### src/rtl/seg_xlate_pkg.sv
package seg_xlate_pkg;

    typedef enum logic [2:0] {
        ST_IDLE     = 3'd0,
        ST_RD0_REQ  = 3'd1,
        ST_RD0_WAIT = 3'd2,
        ST_RD1_REQ  = 3'd3,
        ST_RD1_WAIT = 3'd4,
        ST_RESP     = 3'd5
    } xl_state_e;

    localparam logic [2:0] FLT_NONE    = 3'd0;
    localparam logic [2:0] FLT_RANGE   = 3'd1;
    localparam logic [2:0] FLT_UNUSED  = 3'd2;
    localparam logic [2:0] FLT_LIMIT   = 3'd3;
    localparam logic [2:0] FLT_PERM    = 3'd4;

    localparam logic [1:0] ACC_READ  = 2'd0;
    localparam logic [1:0] ACC_WRITE = 2'd1;
    localparam logic [1:0] ACC_EXEC  = 2'd2;

    localparam int unsigned USE_BIT   = 31;
    localparam int unsigned RD_BIT    = 30;
    localparam int unsigned WR_BIT    = 29;
    localparam int unsigned EX_BIT    = 28;
    localparam int unsigned WORD_W    = 32;
    localparam int unsigned DESC_SHIFT = 3;
    localparam int unsigned WORD_BYTES = 4;

endpackage

### src/rtl/seg_bound_check.sv
module seg_bound_check #(
    parameter int unsigned SEG_W = 8
) (
    input  logic [SEG_W-1:0] seg,
    input  logic [SEG_W:0]   count,
    output logic             in_range
);
    always_comb begin
        in_range = ({1'b0, seg} < count);
    end
endmodule

### src/rtl/seg_entry_check.sv
module seg_entry_check
    import seg_xlate_pkg::*;
#(
    parameter int unsigned ADDR_W = 32,
    parameter int unsigned OFF_W  = 28
) (
    input  logic [WORD_W-1:0] word0,
    input  logic [WORD_W-1:0] word1,
    input  logic [OFF_W-1:0]  off,
    input  logic [1:0]        acc,
    output logic [2:0]        fault,
    output logic [ADDR_W-1:0] paddr
);
    logic [OFF_W-1:0] seg_len;
    logic             perm_ok;

    always_comb begin
        seg_len = word1[OFF_W-1:0];
        case (acc)
            ACC_READ:  perm_ok = word1[RD_BIT];
            ACC_WRITE: perm_ok = word1[WR_BIT];
            ACC_EXEC:  perm_ok = word1[EX_BIT];
            default:   perm_ok = 1'b0;
        endcase

        if (!word1[USE_BIT]) begin
            fault = FLT_UNUSED;
        end else if (off >= seg_len) begin
            fault = FLT_LIMIT;
        end else if (!perm_ok) begin
            fault = FLT_PERM;
        end else begin
            fault = FLT_NONE;
        end

        if (fault == FLT_NONE) begin
            paddr = ADDR_W'(word0) + ADDR_W'(off);
        end else begin
            paddr = '0;
        end
    end
endmodule

### src/rtl/seg_xlate_unit.sv
module seg_xlate_unit
    import seg_xlate_pkg::*;
#(
    parameter int unsigned SEG_W  = 8,
    parameter int unsigned OFF_W  = 28,
    parameter int unsigned ADDR_W = 32
) (
    input  logic              clk,
    input  logic              rst_n,
    input  logic [ADDR_W-1:0] tbl_base,
    input  logic [SEG_W:0]    tbl_len,
    input  logic              req_valid,
    output logic              req_ready,
    input  logic [SEG_W-1:0]  req_seg,
    input  logic [OFF_W-1:0]  req_off,
    input  logic [1:0]        req_acc,
    output logic              mem_req_valid,
    input  logic              mem_req_ready,
    output logic [ADDR_W-1:0] mem_addr,
    input  logic              mem_rsp_valid,
    input  logic [31:0]       mem_rsp_data,
    output logic              rsp_valid,
    input  logic              rsp_ready,
    output logic [ADDR_W-1:0] rsp_paddr,
    output logic [2:0]        rsp_fault
);
    localparam logic [ADDR_W-1:0] WORD_STEP = ADDR_W'(WORD_BYTES);

    typedef struct packed {
        xl_state_e         st;
        logic [ADDR_W-1:0] addr;
        logic [OFF_W-1:0]  off;
        logic [1:0]        acc;
        logic [WORD_W-1:0] w0;
        logic [ADDR_W-1:0] paddr;
        logic [2:0]        fault;
    } regs_t;

    regs_t d, q;

    logic              seg_in_range;
    logic [2:0]        chk_fault;
    logic [ADDR_W-1:0] chk_paddr;
    logic [ADDR_W-1:0] desc_ofs;

    seg_bound_check #(.SEG_W(SEG_W)) u_bound (
        .seg      (req_seg),
        .count    (tbl_len),
        .in_range (seg_in_range)
    );

    seg_entry_check #(.ADDR_W(ADDR_W), .OFF_W(OFF_W)) u_entry (
        .word0 (q.w0),
        .word1 (mem_rsp_data),
        .off   (q.off),
        .acc   (q.acc),
        .fault (chk_fault),
        .paddr (chk_paddr)
    );

    always_comb begin
        d             = q;
        desc_ofs      = ADDR_W'(req_seg) << DESC_SHIFT;
        req_ready     = (q.st == ST_IDLE);
        rsp_valid     = (q.st == ST_RESP);
        rsp_paddr     = q.paddr;
        rsp_fault     = q.fault;
        mem_req_valid = 1'b0;
        mem_addr      = q.addr;

        case (q.st)
            ST_IDLE: begin
                if (req_valid) begin
                    d.off  = req_off;
                    d.acc  = req_acc;
                    d.addr = tbl_base + desc_ofs;
                    if (!seg_in_range) begin
                        d.fault = FLT_RANGE;
                        d.paddr = '0;
                        d.st    = ST_RESP;
                    end else begin
                        d.st = ST_RD0_REQ;
                    end
                end
            end
            ST_RD0_REQ: begin
                mem_req_valid = 1'b1;
                if (mem_req_ready) d.st = ST_RD0_WAIT;
            end
            ST_RD0_WAIT: begin
                if (mem_rsp_valid) begin
                    d.w0   = mem_rsp_data;
                    d.addr = q.addr + WORD_STEP;
                    d.st   = ST_RD1_REQ;
                end
            end
            ST_RD1_REQ: begin
                mem_req_valid = 1'b1;
                if (mem_req_ready) d.st = ST_RD1_WAIT;
            end
            ST_RD1_WAIT: begin
                if (mem_rsp_valid) begin
                    d.fault = chk_fault;
                    d.paddr = chk_paddr;
                    d.st    = ST_RESP;
                end
            end
            ST_RESP: begin
                if (rsp_ready) d.st = ST_IDLE;
            end
            default: d.st = ST_IDLE;
        endcase
    end

    always_ff @(posedge clk) begin
        if (!rst_n) begin
            q <= '0;
        end else begin
            q <= d;
        end
    end

    AST_RESP_HOLD: assert property (@(posedge clk) disable iff (!rst_n)
        rsp_valid && !rsp_ready |=> rsp_valid && $stable(rsp_paddr) && $stable(rsp_fault));
    AST_BUSY_NO_ACCEPT: assert property (@(posedge clk) disable iff (!rst_n)
        (rsp_valid || mem_req_valid) |-> !req_ready);
    AST_RANGE_SKIPS_MEM: assert property (@(posedge clk) disable iff (!rst_n)
        req_valid && req_ready && !seg_in_range |=> rsp_valid && !mem_req_valid && rsp_fault == 3'd1);
    AST_ADDR_HOLD: assert property (@(posedge clk) disable iff (!rst_n)
        mem_req_valid && !mem_req_ready |=> mem_req_valid && $stable(mem_addr));
    AST_FAULT_CODE_LEGAL: assert property (@(posedge clk) disable iff (!rst_n)
        rsp_valid |-> rsp_fault <= 3'd4);
    AST_FAULT_NO_ADDR: assert property (@(posedge clk) disable iff (!rst_n)
        rsp_valid && rsp_fault != 3'd0 |-> rsp_paddr == '0);

endmodule

### config.mk
export PLATFORM = sky130hd
export DESIGN_NAME = seg_xlate_unit
export DESIGN_NICKNAME = d
export VERILOG_FILES = /design/src/rtl/seg_xlate_pkg.sv /design/src/rtl/seg_bound_check.sv /design/src/rtl/seg_entry_check.sv /design/src/rtl/seg_xlate_unit.sv
export SDC_FILE = /design/constraint.sdc
export NUM_CORES = 1
export LEC_CHECK = 0
export BUFFER_PORTS_ARGS = -buffer_cell sky130_fd_sc_hd__buf_2
export CORE_MARGIN = 2
export CORE_UTILIZATION = 55
export CTS_CLUSTER_SIZE = 24
export DETAILED_ROUTE_END_ITERATION = 16
export PLACE_DENSITY = 0.78
export SYNTH_ARGS = -nofsm -noshare
export SYNTH_HDL_FRONTEND = slang
export SYNTH_HIERARCHICAL = 1
export SYNTH_SLANG_ARGS = --single-unit
### constraint.sdc
create_clock -name clk -period 3.6 [get_ports clk]
set_input_delay 0 -clock clk [delete_from_list [all_inputs] [get_ports clk]]
set_output_delay 0 -clock clk [all_outputs]
set_load 0.05 [all_outputs]
==> impl_metrics.env <==
export IMPL_synthCells=1277
export IMPL_asyncSetResetFlopFracSynth_pct=0
export IMPL_clkLatencyLatePin_ps=420
export IMPL_core_area_mm2=0.0172
export IMPL_p_leak_nw=4.92
export IMPL_netSwitchingPower_mw=1.50
export IMPL_layout_drive_gt1_share_pct=18.1
export IMPL_clock_path_buffers=2
export IMPL_synth_edf_count=0
export IMPL_switching_share_pct=32.9
export IMPL_dominantRegCellSynth="sky130_fd_sc_hd__dfxtp_1"
export IMPL_synth_seq_cells=132
export IMPL_cell_internal_pwr_mw=3.07
export IMPL_total_power_mw=4.57
export IMPL_fp_dieH_um=136
export IMPL_cp_end_kind="flip-flop"
export IMPL_timing_critical_path_required_ps=3950
export IMPL_global_route_overflow_total=0
export IMPL_area_growth_pct=20.4
export IMPL_power_share_sequential_pct=36.6
export IMPL_post_drt_via_cell_ratio=5.94
export IMPL_grt_start_max_net_pins=80
export IMPL_gpl_final_weighted_congestion=0.916
export IMPL_slew_headroom_pct=28.6
export IMPL_synth_warning_count=6
export IMPL_post_synth_cell_area_avg_um2=7.52
export IMPL_timing_clock_skew_ps=8.38
export IMPL_grt_pass1_wl_um=44900
export IMPL_totalNegativeSetupSlack_ps=0
export IMPL_synth_largest_area_cell="sky130_fd_sc_hd__dfxtp_1"
export IMPL_n_fill_cell=1432
export IMPL_outcome="complete, no violations"
export IMPL_maxCapViolCount=0
export IMPL_grt_pass1_vias=9369
export IMPL_cts_reportedPaths_clkPinSlew_ps=60
export IMPL_cts_tree="done"
export IMPL_total_count_of_max_transition_violations_in_the_final_report=0
export IMPL_vias=10000
export IMPL_hold_start="tbl_base[16]"
export IMPL_initial_antenna_violation_count=1
export IMPL_ios=187
export IMPL_cts_sink_count=132
export IMPL_worst_endpoint_arrival_ps=3420
export IMPL_dieArea_mm2=0.0185
export IMPL_h_tree_level_count=4
export IMPL_synth_top_area_share_pct=27.5
export IMPL_power_per_cell_area_mw_per_mm2=396
export IMPL_cts_inserted_buffers=17
export IMPL_final_setup_viol_count=0
export IMPL_netlist_cell_type_count=86
export IMPL_ys_seq_area_share_pct=27.5
export IMPL_synth_area_leaders="sky130_fd_sc_hd__dfxtp_1 (28%), sky130_fd_sc_hd__ha_1 (9.4%), sky130_fd_sc_hd__nand2_1 (7.8%), sky130_fd_sc_hd__a21oi_1 (7.0%), sky130_fd_sc_hd__buf_4 (5.3%)"
export IMPL_timing_final_crit_share_pct=85.2
export IMPL_globalRouteTotalUtil_pct=30.2
export IMPL_detailedPlacementHpwl_um=19100
export IMPL_postCtsHoldBufs=85
export IMPL_ir_worst_vdd_uv=330
export IMPL_critical_path_peak_fanout=29
export IMPL_worst_hold_check_slack_ps=22.9
export IMPL_std_cell_rows=48
export IMPL_port_buffer_count=186
export IMPL_crit_path_top_delay_cell="sky130_fd_sc_hd__or2_1"
export IMPL_drt_drc_violations_left=0
export IMPL_grt_setup_unrepaired="no"
export IMPL_critical_path_reg2reg_startpoint="q[90]"
export IMPL_cp_max_stage_delay_ps=620
export IMPL_hold_path_class="primary input to flip-flop"
export IMPL_hold_viol_final=0
export IMPL_start_util_pct=55.9
export IMPL_crit_type="primary input to flip-flop"
export IMPL_routed_wire_length_per_instance_um=16.7
export IMPL_die_w_um=136
export IMPL_tightestPinTransition_ps=1070
export IMPL_cts_setup_buffers=0
export IMPL_cp_startpoint="mem_rsp_data[21]"
export IMPL_root_buffer="sky130_fd_sc_hd__clkbuf_16"
export IMPL_num_nets_final=1642
export IMPL_post_cts_resized_instances=0
export IMPL_drt_iter0_drcs=846
export IMPL_achievable_frequency_ghz=0.326
export IMPL_routed_wirelength_um=28300
export IMPL_syn_cell_area_mm2=0.00960
export IMPL_timing_critical_path_from_type="primary input"
export IMPL_power_clock_fraction_pct=37.1
export IMPL_p_comb_share_pct=26.3
export IMPL_finalWorstPathRequiredPeriod_ps=3070
export IMPL_drt_first_pass_iters=5
export IMPL_final_antenna_net_count=0
export IMPL_cell_chain_critical_path="dlygate4sd3_1 > buf_2 > inv_1 > ha_1 > a21o_1 > a21o_1 > a21oi_1 > nor2_1 > a211oi_2 > o2111ai_2 > or2_1 > nor3b_1 > a22oi_1 > nor2_1"
export IMPL_mappedNetlistNets=1468
export IMPL_final_core_utilization_pct=67.3
## sequential cells by signal (all words and copies together), names as in the netlist
signal     flops
q             65
rsp_fault      3
mem_addr      32
rsp_paddr     32
## power by group through the flow
stage / logic (mW) / clock network, mW / registers [mW]
4_1_cts: 1.17 / 1.71 / 1.67
2_1_floorplan: 0.873 / 0 / 1.65
5_1_grt: 1.30 / 1.78 / 1.69
3_5_place_dp: 1.09 / 0 / 1.70
6_report: 1.20 / 1.70 / 1.67
3_3_place_gp: 1.08 / 0 / 1.69
## worst max-delay path, delay by kind of cell
family / cells / cell delay (ps)
fa+ha+maj: 1 / 310
compound gates: 6 / 1140
simple gates: 4 / 1170
buf+inv: 3 / 780
## metal layers
metal | vias to the layer above | wire (um) | track usage (%)
met3 | 107 | 2010 | 5.44
met1 | 4617 | 11700 | 36.5
met5 | - | 13 | 0
li1 | 4826 | - | -
met2 | 467 | 13200 | 50.5
met4 | 2 | 1310 | 16.8
## path summary, 6_finish.rpt
kind,to,slack [ps],cells after the start
max,rsp_paddr[10],530,14
min,mem_addr[16],20,4
max reg2reg,rsp_paddr[10],560,11
min reg2reg,mem_addr[1],440,2
## stage by stage
step | setup WS, ps | std cells | instance area, um^2
final | 533 | 1687 | 11600
after global routing | 387 | 1686 | 11600
after CTS | 592 | 1686 | 11600
after detailed placement | 644 | 1572 | 10100
after global placement | 718 | 1572 | 10100
after floorplan | 985 | 1277 | 9600
## layout by cell type (no fill, tap or decap), types with 5 or more instances in the layout
cell	Yosys	layout
sky130_fd_sc_hd__a2111oi_0	5	5
sky130_fd_sc_hd__a211oi_1	10	10
sky130_fd_sc_hd__a21o_1	19	19
sky130_fd_sc_hd__a21oi_1	135	135
sky130_fd_sc_hd__a22oi_1	39	39
sky130_fd_sc_hd__a31oi_1	13	13
sky130_fd_sc_hd__and2_1	14	14
sky130_fd_sc_hd__and3_1	13	13
sky130_fd_sc_hd__buf_2	12	186
sky130_fd_sc_hd__buf_4	68	13
sky130_fd_sc_hd__clkbuf_16	0	17
sky130_fd_sc_hd__dfxtp_1	132	132
sky130_fd_sc_hd__dlygate4sd3_1	0	85
sky130_fd_sc_hd__ha_1	72	72
sky130_fd_sc_hd__inv_1	55	55
sky130_fd_sc_hd__mux2i_1	5	5
sky130_fd_sc_hd__nand2_1	199	199
sky130_fd_sc_hd__nand2_2	5	5
sky130_fd_sc_hd__nand3_1	32	32
sky130_fd_sc_hd__nand4_1	17	17
sky130_fd_sc_hd__nor2_1	111	111
sky130_fd_sc_hd__nor2b_1	9	9
sky130_fd_sc_hd__nor3_1	21	20
sky130_fd_sc_hd__nor3b_1	7	6
sky130_fd_sc_hd__nor4_1	7	7
sky130_fd_sc_hd__o211ai_1	10	10
sky130_fd_sc_hd__o21a_1	6	6
sky130_fd_sc_hd__o21ai_0	49	49
sky130_fd_sc_hd__o21bai_1	7	7
sky130_fd_sc_hd__o22ai_1	7	7
sky130_fd_sc_hd__o32ai_1	6	6
sky130_fd_sc_hd__or3_1	8	8
sky130_fd_sc_hd__xnor2_1	29	29
sky130_fd_sc_hd__xor2_1	14	14
## logic make-up (layout without fill, tap and decap cells)
kind of cell,Yosys count,after routing,synth area share (%)
AO/OA/AOI/OAI,363,363,24.9
XOR/XNOR,43,43,3.92
adder cells (fa/ha/maj),74,74,9.80
buffers and inverters,186,370,10.4
flip-flops,132,132,27.5
multiplexers,5,5,0.522
other,0,1,0
AND/OR/NAND/NOR,474,474,22.9
## cell type report
cell class | instances | area [um^2] | area share (%)
diodes | 1 | 2.50 | 0.0217
inverters | 57 | 215 | 1.86
clock inverters | 5 | 75.1 | 0.650
flip-flops and latches | 132 | 2640 | 22.9
well taps | 225 | 282 | 2.44
multi-input cells | 959 | 5970 | 51.7
repair buffers | 284 | 1880 | 16.3
clock buffers | 24 | 492 | 4.25
## synth_stat cells, types with 4 or more instances
cell type,number
sky130_fd_sc_hd__and3_1,13
sky130_fd_sc_hd__a22oi_1,39
sky130_fd_sc_hd__a21o_1,19
sky130_fd_sc_hd__nor3b_1,7
sky130_fd_sc_hd__a41oi_1,4
sky130_fd_sc_hd__nand2_1,199
sky130_fd_sc_hd__a31oi_1,13
sky130_fd_sc_hd__o21a_1,6
sky130_fd_sc_hd__and4_1,4
sky130_fd_sc_hd__a21oi_1,135
sky130_fd_sc_hd__o22ai_1,7
sky130_fd_sc_hd__nor4_1,7
sky130_fd_sc_hd__or3_1,8
sky130_fd_sc_hd__o211ai_1,10
sky130_fd_sc_hd__nand3_1,32
sky130_fd_sc_hd__and2_1,14
sky130_fd_sc_hd__buf_4,68
sky130_fd_sc_hd__a21oi_2,4
sky130_fd_sc_hd__o32ai_1,6
sky130_fd_sc_hd__a211oi_1,10
sky130_fd_sc_hd__nor2b_1,9
sky130_fd_sc_hd__nand2_2,5
sky130_fd_sc_hd__o21ai_1,4
sky130_fd_sc_hd__xor2_1,14
sky130_fd_sc_hd__ha_1,72
sky130_fd_sc_hd__a2111oi_0,5
sky130_fd_sc_hd__nor2_1,111
sky130_fd_sc_hd__buf_2,12
sky130_fd_sc_hd__inv_1,55
sky130_fd_sc_hd__xnor2_1,29
sky130_fd_sc_hd__clkbuf_1,42
sky130_fd_sc_hd__o21ai_0,49
sky130_fd_sc_hd__mux2i_1,5
sky130_fd_sc_hd__nand4_1,17
sky130_fd_sc_hd__o21bai_1,7
sky130_fd_sc_hd__nor3_1,21
sky130_fd_sc_hd__dfxtp_1,132
Power figures use the tool's default switching activity.
